`src/rtl/ext_irq_pkg.sv`:
```
package ext_irq_pkg;

  // Strobes from the control to the datapath
  typedef struct packed {
    logic loadHist;   // capture live pins into edge history
    logic armEdges;   // allow edge events to be reported
  } irq_ctrl_t;

  // Qualified event conditions from the datapath
  typedef struct packed {
    logic dedEdge;
    logic dedLevel;
    logic portEdge;
    logic portLevel;
  } irq_evt_t;

endpackage

```
`src/rtl/ext_irq_datapath.sv`:
```
module ext_irq_datapath
  import ext_irq_pkg::*;
#(
  parameter int NUM_PORT_PINS = 4
) (
  input  logic                     clk,
  input  logic                     rstN,
  input  irq_ctrl_t                ctrl,
  input  logic                     irqN,
  input  logic [NUM_PORT_PINS-1:0] portPins,
  input  logic                     portEn,
  input  logic                     levelMode,
  output irq_evt_t                 evt
);

  localparam int LAST_PIN = NUM_PORT_PINS - 1;

  // Per-pin OR chain
  logic [NUM_PORT_PINS-1:0] orChain;
  genvar gi;
  generate
    for (gi = 0; gi < NUM_PORT_PINS; gi++) begin : g_or
      if (gi == 0) begin : g_first
        assign orChain[gi] = portPins[gi];
      end else begin : g_rest
        assign orChain[gi] = orChain[gi-1] | portPins[gi];
      end
    end
  endgenerate

  logic portAny;
  assign portAny = orChain[LAST_PIN];

  logic dedHist;
  logic portHist;

  always_ff @(posedge clk or negedge rstN) begin
    if (!rstN) begin
      dedHist  <= 1'b0;
      portHist <= 1'b0;
    end else begin
      // Every armed or loading cycle tracks the live pins
      dedHist  <= irqN;
      portHist <= portAny;
    end
  end

  always_comb begin
    evt.dedEdge   = ctrl.armEdges & dedHist & ~irqN;
    evt.portEdge  = ctrl.armEdges & portEn & ~portHist & portAny;
    evt.dedLevel  = levelMode & ~irqN;
    evt.portLevel = levelMode & portEn & portAny;
  end

  // Assertions
  a_r2_fall_detect: assert property (@(posedge clk) disable iff (!rstN)
    (ctrl.armEdges && $fell(irqN)) |-> evt.dedEdge)
    else $error("falling edge on irqN not detected");

  a_r4_rise_detect: assert property (@(posedge clk) disable iff (!rstN)
    (ctrl.armEdges && portEn && $rose(|portPins)) |-> evt.portEdge)
    else $error("rising port OR not detected");

  a_r6_port_gate: assert property (@(posedge clk) disable iff (!rstN)
    !portEn |-> !(evt.portEdge || evt.portLevel))
    else $error("port event while disabled");

  a_r10_quiet_first: assert property (@(posedge clk) disable iff (!rstN)
    ctrl.loadHist |-> !(evt.dedEdge || evt.portEdge))
    else $error("edge reported during history load");

endmodule

```
`src/rtl/ext_irq_control.sv`:
```
module ext_irq_control
  import ext_irq_pkg::*;
(
  input  logic      clk,
  input  logic      rstN,
  input  irq_evt_t  evt,
  input  logic      ack,
  output irq_ctrl_t ctrl,
  output logic      pending
);

  logic armed;
  logic anyEdge;
  logic anyLevel;
  logic pendingNext;

  assign anyEdge  = evt.dedEdge | evt.portEdge;
  assign anyLevel = evt.dedLevel | evt.portLevel;

  // Edge wins over ack; level and hold yield to ack
  assign pendingNext = anyEdge | ((anyLevel | pending) & ~ack);

  always_ff @(posedge clk or negedge rstN) begin
    if (!rstN) begin
      armed   <= 1'b0;
      pending <= 1'b0;
    end else begin
      armed   <= 1'b1;
      pending <= pendingNext;
    end
  end

  always_comb begin
    ctrl.loadHist = ~armed;
    ctrl.armEdges = armed;
  end

  // Assertions
  a_r1_hold: assert property (@(posedge clk) disable iff (!rstN)
    (pending && !ack) |=> pending)
    else $error("request dropped without ack");

  a_r2_edge_sets: assert property (@(posedge clk) disable iff (!rstN)
    evt.dedEdge |=> pending)
    else $error("dedicated edge did not set request");

  a_r3_level_sets: assert property (@(posedge clk) disable iff (!rstN)
    (evt.dedLevel && !ack) |=> pending)
    else $error("dedicated level did not set request");

  a_r7_ack_clears: assert property (@(posedge clk) disable iff (!rstN)
    (ack && !evt.dedEdge && !evt.portEdge) |=> !pending)
    else $error("ack did not clear request");

endmodule

```
`src/rtl/ext_irq_detect.sv`:
```
module ext_irq_detect
  import ext_irq_pkg::*;
#(
  parameter int NUM_PORT_PINS = 4
) (
  input  logic                     clk,
  input  logic                     rstN,
  input  logic                     irqN,
  input  logic [NUM_PORT_PINS-1:0] portPins,
  input  logic                     portEn,
  input  logic                     levelMode,
  input  logic                     ack,
  output logic                     irqReq
);

  irq_ctrl_t ctrl;
  irq_evt_t  evt;

  ext_irq_datapath #(.NUM_PORT_PINS(NUM_PORT_PINS)) dp_i (
    .clk       (clk),
    .rstN      (rstN),
    .ctrl      (ctrl),
    .irqN      (irqN),
    .portPins  (portPins),
    .portEn    (portEn),
    .levelMode (levelMode),
    .evt       (evt)
  );

  ext_irq_control ctl_i (
    .clk     (clk),
    .rstN    (rstN),
    .evt     (evt),
    .ack     (ack),
    .ctrl    (ctrl),
    .pending (irqReq)
  );

  a_r9_reset_low: assert property (@(posedge clk)
    !rstN |-> !irqReq)
    else $error("request high in reset");

endmodule

```
`config.mk`:
```
export PLATFORM = sky130hd
export DESIGN_NAME = ext_irq_detect
export DESIGN_NICKNAME = d
export VERILOG_FILES = /design/src/rtl/ext_irq_pkg.sv /design/src/rtl/ext_irq_datapath.sv /design/src/rtl/ext_irq_control.sv /design/src/rtl/ext_irq_detect.sv
export SDC_FILE = /design/constraint.sdc
export NUM_CORES = 1
export LEC_CHECK = 0
export CORE_AREA = 5 5 42 44
export DETAILED_ROUTE_END_ITERATION = 10
export DIE_AREA = 0 0 47 49
export GPL_TIMING_DRIVEN = 0
export PLACE_DENSITY_LB_ADDON = 0.12
export SYNTH_ARGS = -nofsm -noshare
export SYNTH_HDL_FRONTEND = slang
export SYNTH_SLANG_ARGS = --single-unit
```
`constraint.sdc`:
```
create_clock -name clk -period 1.07 [get_ports clk]
set_clock_uncertainty 0.1 [all_clocks]
set_input_delay 0.2675 -clock clk [delete_from_list [all_inputs] [get_ports clk]]
set_output_delay 0.2675 -clock clk [all_outputs]
set_load 0.03 [all_outputs]
```
# After elaboration in Yosys (flattened, before gate mapping)
# Index checks and enable logic that the tools add are counted.
[totals] ff_bits=4 latch_bits=0 mem_bits_rw=0 mem_bits_ro=0 inputBits=10 out_inout_bits=1 wordCells=23 memories=0
[op_classes] addsub=0 n_mul=0 n_div=0 order_cmp=0 n_eq_ne=0 shifts=0 mux=0 n_bitwise=19 n_reduce_logical=0
[ops] op="1-bit AND" n=9
[ops] op="1-bit bitwise OR" n=7
[ops] op="1-bit inverter" n=3

# Depth between registers and ports, before layout
# Gate-level depths: netlist of the first run.
[depth] ltp_word=8 depth_mapped=3 mapped_depth_nobuf=3

# By module
# From an unflattened synthesis of the first run, not the netlist that was laid out.
[unflattened] cells_unflattened=15 hier_area_um2=171.4
[by_module_without_submodules] module="ext_irq_datapath" instances=1 cells_per_inst=7 area_per_inst_um2=92.6 seq_area_each_um2=50.0
[by_module_without_submodules] module="ext_irq_control" instances=1 cells_per_inst=8 area_per_inst_um2=78.8 seq_area_each_um2=50.0

# Worst setup path after synthesis of the first run
# No wires, ideal clock.
[synth_timing] kind="input to register" startpoint="input portPins[1]" endpoint="register ctl_i.pending" setup_ns=0.126 arrival_time_ns=1.086 required_ns=0.844 slack_ns=-0.242 path_stages=2 n_path_buf=0 path_cell_list="or4_4 -> a311o_1"
[synth_between] elab_chain_len=8 elab_cells_between_ends=10 cone_classes="10 x bitwise"
[synth_rtl] item="start, declared" line="ext_irq_detect.sv:9" rtl="input logic [NUM_PORT_PINS-1:0] portPins,"
[synth_rtl] item="1-bit bitwise OR (*) (3 in series)" line="ext_irq_datapath.sv:26" rtl="assign orChain[gi] = orChain[gi-1] | portPins[gi];"
[synth_rtl] item="1-bit AND" line="ext_irq_datapath.sv:52" rtl="evt.portLevel = levelMode & portEn & portAny;"
[synth_rtl] item="1-bit bitwise OR" line="ext_irq_control.sv:18" rtl="assign anyLevel = evt.dedLevel | evt.portLevel;"
[synth_rtl] item="1-bit bitwise OR" line="ext_irq_control.sv:21" rtl="assign pendingNext = anyEdge | ((anyLevel | pending) & ~ack);"
[synth_rtl] item="1-bit AND" line="ext_irq_control.sv:21"
[synth_rtl] item="1-bit bitwise OR (*)" line="ext_irq_control.sv:21"
[synth_rtl] item="via ctl_i.pendingNext" line="ext_irq_control.sv:15" rtl="logic pendingNext;"
[synth_rtl] item="end signal, assigned" line="ext_irq_control.sv:29" rtl="pending <= pendingNext;"
[synth_rtl] item="end, declared" line="ext_irq_control.sv:9" rtl="output logic pending"
# Mark *: on every way through the listed nets, which the timed path passes. The rest lies on a longest branch.

# Worst setup path after layout of the first run
[layout_timing] startpoint="input portPins[3]" endpoint="register ctl_i.pending"
[layout_between] elab_chain_len=6 elab_cells_between_ends=8 cone_classes="8 x bitwise"
[layout_rtl] item="1-bit bitwise OR (*)" line="ext_irq_datapath.sv:26"
[layout_rtl] item="via dp_i.portAny" line="ext_irq_datapath.sv:31" rtl="logic portAny;"
[layout_rtl] item="1-bit AND" line="ext_irq_datapath.sv:52"
[layout_rtl] item="1-bit bitwise OR" line="ext_irq_control.sv:18"
[layout_rtl] item="1-bit bitwise OR" line="ext_irq_control.sv:21"
[layout_rtl] item="1-bit AND" line="ext_irq_control.sv:21"
[layout_rtl] item="1-bit bitwise OR (*)" line="ext_irq_control.sv:21"
[layout_rtl] item="via ctl_i.pendingNext" line="ext_irq_control.sv:15"
# Marks and branches as above.

==> out/metrics.yaml, run 1 <==
crit_type: "input port to flip-flop"
ant_nets: 0
syn-instance-count: 13
place_hpwl_um: 306
p_int_mw: 0.329
grt_pass1_vias: 156
tritoncts: "done"
finalMaxSlewViolations: 0
vias_per_cell: 3.52
swShare_pct: 21.8
initialDrtViolationCount: 1
ff2ff_setup_slack_ns: 0.04
maxCapViolCount: 0
rsz0062_at_grt: "true"
cts_sinks: 4
syn_area_per_cell_um2: 11.9
cts.root.buffer_cell: "clkbuf_4"
clk_latency_ns: 0.24
num_vias: 148
fin_crit_sh_pct: 106
yosys_warnings: 0
timing.rr.start: "ctl_i.armed$_DFF_PN0_"
pwr-share-comb_pct: 16.1
port_buffers: 10
power_switching_mw: 0.0915
grt_first_pass_wirelength_um: 627
power.share.clock_pct: 44.4
h-tree-depth: 1
yosysTopAreaCell: "dfrtp_1"
drive_gt1_share_pct: 34.6
die_y_um: 49
violations: "setup timing"
r2r_end: "ctl_i.pending$_DFF_PN0_"
cts_buffers: 3
setup_ws_ns: -0.0678
p_per_area_nw_per_um2: 1420
synth_area_leaders: "dfrtp_1 65%, or4_4 7.3%, a311o_1 6.5%"
start_util_pct: 11.1
reg2reg_depth: 3
ys_ff_latch: 4
endpoint_kind: "flip-flop"
path_max_fanout: 2
leakage_nw: 0.134
ys.flop_type: "dfrtp_1"
outcome: "finished, violations left"
die-area_um2: 2300
yosysUniqueCellTypes: 10
num_rows: 14
final_util_pct: 21.1
synthArstFlopShare_pct: 100
ios: 11
routabilityCongestion: 0.675
synth_nets: 23
grt_util_all_layers_pct: 4.52
antenna_cells: 0
required_ns: 1.09
vdd_drop_max_mv: 0.438
drt-total-wl_um: 376
wl_per_cell_um: 8.95
drcViolationCount: 0
clock.fmax_ghz: 0.879
synth-edff-count: 0
period_minus_slack_ns: 1.14
clock_path_buffers: 2
area_growth_pct: 90.3
nets: 38
hold_viol: 0
fillCellCount: 167
hold_buffers: 0
fp.dieW_um: 47
grt_max_degree: 5
finalPower_mw: 0.420
cts.clk_slew.worst_paths_ns: 0.04
hold_class: "input port to async pin"
crit_arrival_ns: 1.16
netlist.area_leader.share_pct: 64.5
seq_area_frac_synth_pct: 64.5
yosysMostFrequentCell: "dfrtp_1"
finalSetupViolations: 2
drtPass1Iterations: 2
overflow: 0
synth_area_um2: 155
antenna_found_initial: 0
cp-start-kind: "input port"
seqPwrFrac_pct: 39.5
core_region_area_um2: 1400
[cell type report]
| type | count | area, µm² | share of cell area (%) |
|---|---|---|---|
| clock buffers | 3 | 22.5 | 7.63 |
| inverters | 1 | 3.75 | 1.27 |
| multi-input cells | 8 | 58.8 | 19.9 |
| flip-flops and latches | 4 | 100 | 33.9 |
| well taps | 16 | 20.0 | 6.78 |
| repair buffers | 10 | 90.1 | 30.5 |
[logic make-up after synthesis]
kind of cell           after synthesis  synth area share (%)
and+or+nand+nor                      4                  17.7
other                                1                  2.42
DFF                                  4                  64.5
AOI/OAI and AO/OA                    3                  12.9
buffers and inverters                1                  2.42
[flip-flops by register name, summed over array words and instances, names as in the netlist]
name	count
ctl_i.armed	1
ctl_i.pending	1
dp_i.dedHist	1
dp_i.portHist	1
[metrics by stage]
step | instances | hold WS [ns] | area, µm² | setup TNS, ns | setup WS, ns
CTS | 42 | 0.126 | 295 | -0.171 | -0.105
global placement | 39 | 0.388 | 275 | -1.28 | -0.628
detailed placement | 39 | 0.389 | 275 | -1.29 | -0.637
floorplan | 13 | -0.128 | 155 | -0.196 | -0.196
global route | 42 | 0.136 | 295 | -0.163 | -0.0847
finish | 42 | 0.135 | 295 | -0.114 | -0.0678
[routing by layer]
| layer | vias up | track usage, % | share of wire (%) | routed length, µm |
|---|---|---|---|---|
| met5 | - | 0 | 0 | 0 |
| met4 | 0 | 2.76 | 0 | 0 |
| met3 | 0 | 7.38 | 23 | 88 |
| met2 | 11 | 4.52 | 41 | 156 |
| met1 | 65 | 4.00 | 35 | 131 |
| li1 | 72 | - | - | - |
[worst max-delay path, stage by stage]
cell     delay [ns]
buf_6          0.09
or4_4          0.53
a311o_1        0.27
[what timing repair did]
item,CTS,global route
setup buffers,0,0
pin swaps,2,1
gates cloned,0,0
setup endpoints to repair,3,2
resized for setup,22,0
[power by group through the flow]
stage               clock [mW]  sequential [mW]  combinational [mW]
floorplan                    0            0.177              0.0137
global placement             0            0.167              0.0707
detailed placement           0            0.167              0.0716
CTS                      0.204            0.166              0.0693
global route             0.211            0.168              0.0736
finish                   0.187            0.166              0.0678
[how the worst max path moves through the flow]
stage / startpoint / slack [ns] / cells after the start / to
after CTS: portPins[3] / -0.10 / 3 / ctl_i.pending$_DFF_PN0_
after floorplan: portPins[1] / -0.20 / 2 / ctl_i.pending$_DFF_PN0_
after detailed placement: portPins[1] / -0.64 / 3 / ctl_i.pending$_DFF_PN0_
final: portPins[3] / -0.07 / 3 / ctl_i.pending$_DFF_PN0_
after global placement: portPins[1] / -0.63 / 3 / ctl_i.pending$_DFF_PN0_
after global routing: ctl_i.pending$_DFF_PN0_ / -0.08 / 1 / irqReq
[cells in the final DEF (no fill, tap or decap), drive strengths merged]
cell,count
dfrtp,4
buf,4
clkbuf,3
clkdlybuf4s50,3
dlygate4sd2,2
or4,1
inv,1
nand2b,1
o21ai,1
nand2,1
a21oi,1
nor2b,1
a311o,1
conb,1
clkdlybuf4s15,1
Note: power is estimated with default switching activity, not from simulation.
==> run 2: changes to the inputs <==
- ABC_AREA: default -> 1
- REMOVE_ABC_BUFFERS: default -> 1
==> out/metrics.yaml, run 2 <==
antenna_cells: 0
num_vias: 164
pwr-share-comb_pct: 17.5
yosysUniqueCellTypes: 8
synth-edff-count: 0
synth_area_um2: 174
drive_gt1_share_pct: 17.6
endpoint_kind: "output pin"
cp-start-kind: "flip-flop"
cts.root.buffer_cell: "clkbuf_4"
hold_buffers: 0
drtPass1Iterations: 2
p_int_mw: 0.333
cts_buffers: 3
grt_util_all_layers_pct: 4.45
synthArstFlopShare_pct: 100
nets: 46
clk_latency_ns: 0.24
routabilityCongestion: 0.701
tritoncts: "done"
finalMaxSlewViolations: 0
setup_ws_ns: -0.0632
synth_area_leaders: "dfrtp_1 58%, nand2_1 15%, inv_1 6.5%"
layout_commonest_cell: "clkdlybuf4s50_1"
drcViolationCount: 0
worstPathCellList: "buf_6"
swShare_pct: 23.1
vdd_drop_max_mv: 0.382
crit_arrival_ns: 0.77
outcome: "finished, violations left"
yosys_warnings: 0
hold_viol: 0
fin_crit_sh_pct: 106
yosys-top-cells-count: "7 x nand2_1, 4 x dfrtp_1, 3 x inv_1, 3 x nor2_1"
drt-total-wl_um: 387
grt_pass1_vias: 178
start_util_pct: 12.4
ys.flop_type: "dfrtp_1"
syn-instance-count: 21
dp_slack_ns: -0.297
yosysMostFrequentCell: "nand2_1"
syn_area_per_cell_um2: 8.28
cts_sinks: 4
cts_setup_buffers: 0
violations: "setup timing"
wl_per_cell_um: 7.74
num_rows: 14
fp.dieW_um: 47
hold_class: "input port to flip-flop"
die-area_um2: 2300
die_y_um: 49
critPathSlowestCell: "dfrtp_1"
yosysTopAreaCell: "dfrtp_1"
clock_path_buffers: 2
crit_type: "flip-flop to output pin"
cpPeakStageDelay_ns: 0.38
vias_per_cell: 3.28
crit_family: "flip-flops"
hold_slack_ns: 0.109
initialDrtViolationCount: 7
overflow: 0
p_per_area_nw_per_um2: 1350
power.share.clock_pct: 43.9
seq_area_frac_synth_pct: 57.6
clock.fmax_ghz: 0.882
final_util_pct: 22.9
path_max_fanout: 2
required_ns: 0.70
ant_nets: 0
h-tree-depth: 1
antenna_found_initial: 0
ys_ff_latch: 4
netlist.area_leader.share_pct: 57.6
seqPwrFrac_pct: 38.7
layout_common_cells: "8 x clkdlybuf4s50_1, 7 x nand2_1, 4 x dfrtp_1"
leakage_nw: 0.163
place_hpwl_um: 323
ios: 11
core_region_area_um2: 1400
cts.clk_slew.worst_paths_ns: 0.04
critPathBufInv: 1
period_minus_slack_ns: 1.13
port_buffers: 10
grt_max_degree: 5
maxCapViolCount: 0
power_switching_mw: 0.100
grt_first_pass_wirelength_um: 627
finalSetupViolations: 1
rsz0062_at_grt: "true"
area_growth_pct: 84.2
## run 2: cell count changes in the layout (fill, tap and decap cells not counted), sizes merged, moves of 2 or more
cell           before  now
nand2               1    7
clkdlybuf4s50       3    8
nor2                0    4
buf                 4    1
dlygate4sd2         2    0
inv                 1    3
nand3               0    2
## run 2: stage by stage
stage	instance area, µm²	cells	TNS, ns	total power [mW]
2_1_floorplan	174	21	0	0.194
3_3_place_gp	294	47	-0.538	0.244
3_5_place_dp	294	47	-0.574	0.245
4_1_cts	318	50	-0.0735	0.444
5_1_grt	320	50	-0.0917	0.462
6_report	320	50	-0.0632	0.433
## run 2: power by group through the flow
| stage | Clock [mW] | Sequential, mW | Combinational, mW |
|---|---|---|---|
| 2_1_floorplan | 0 | 0.177 | 0.0165 |
| 5_1_grt | 0.211 | 0.168 | 0.0827 |
| 6_report | 0.190 | 0.167 | 0.0756 |
| 3_3_place_gp | 0 | 0.168 | 0.0761 |
| 3_5_place_dp | 0 | 0.168 | 0.0763 |
| 4_1_cts | 0.199 | 0.167 | 0.0775 |
## run 2: timing repair
action                                  CTS  global route
pin swaps                                 0             1
endpoints found under the setup margin    1             2
resized for setup                         7             1
## run 2: cell families after synthesis
logic type | Yosys count | share of synthesized area (%)
DFF | 4 | 57.6
buffers and inverters | 3 | 6.47
other | 1 | 2.16
and+or+nand+nor | 13 | 33.8
## run 2: layer usage
layer / up-vias / routed length, µm / track usage, %
met5: - / 0 / 0
met4: 0 / 0 / 2.76
met3: 0 / 77 / 6.64
met2: 11 / 173 / 5.20
met1: 67 / 136 / 3.56
li1: 86 / - / -
## run 2: layout make-up
class	instances	area [µm²]
Clock buffer	3	22.5
Fill cell	163	1080
Inverter	3	11.3
Multi-Input combinational cell	14	62.6
Sequential cell	4	100
Tap cell	16	20.0
Timing Repair Buffer	10	104
## run 2: final timing paths
check	cells past startpoint	start	to	slack, ns
worst max-delay path	1	ctl_i.pending$_DFF_PN0_	irqReq	-0.06
worst min-delay path	1	irqN	dp_i.dedHist$_DFF_PN0_	0.11
worst max register to register	4	ctl_i.pending$_DFF_PN0_	ctl_i.pending$_DFF_PN0_	0.21
worst min register to register	4	dp_i.dedHist$_DFF_PN0_	ctl_i.pending$_DFF_PN0_	0.46
max in group asynchronous	1	rstN	ctl_i.armed$_DFF_PN0_	0.57
min in group asynchronous	1	rstN	dp_i.dedHist$_DFF_PN0_	0.13
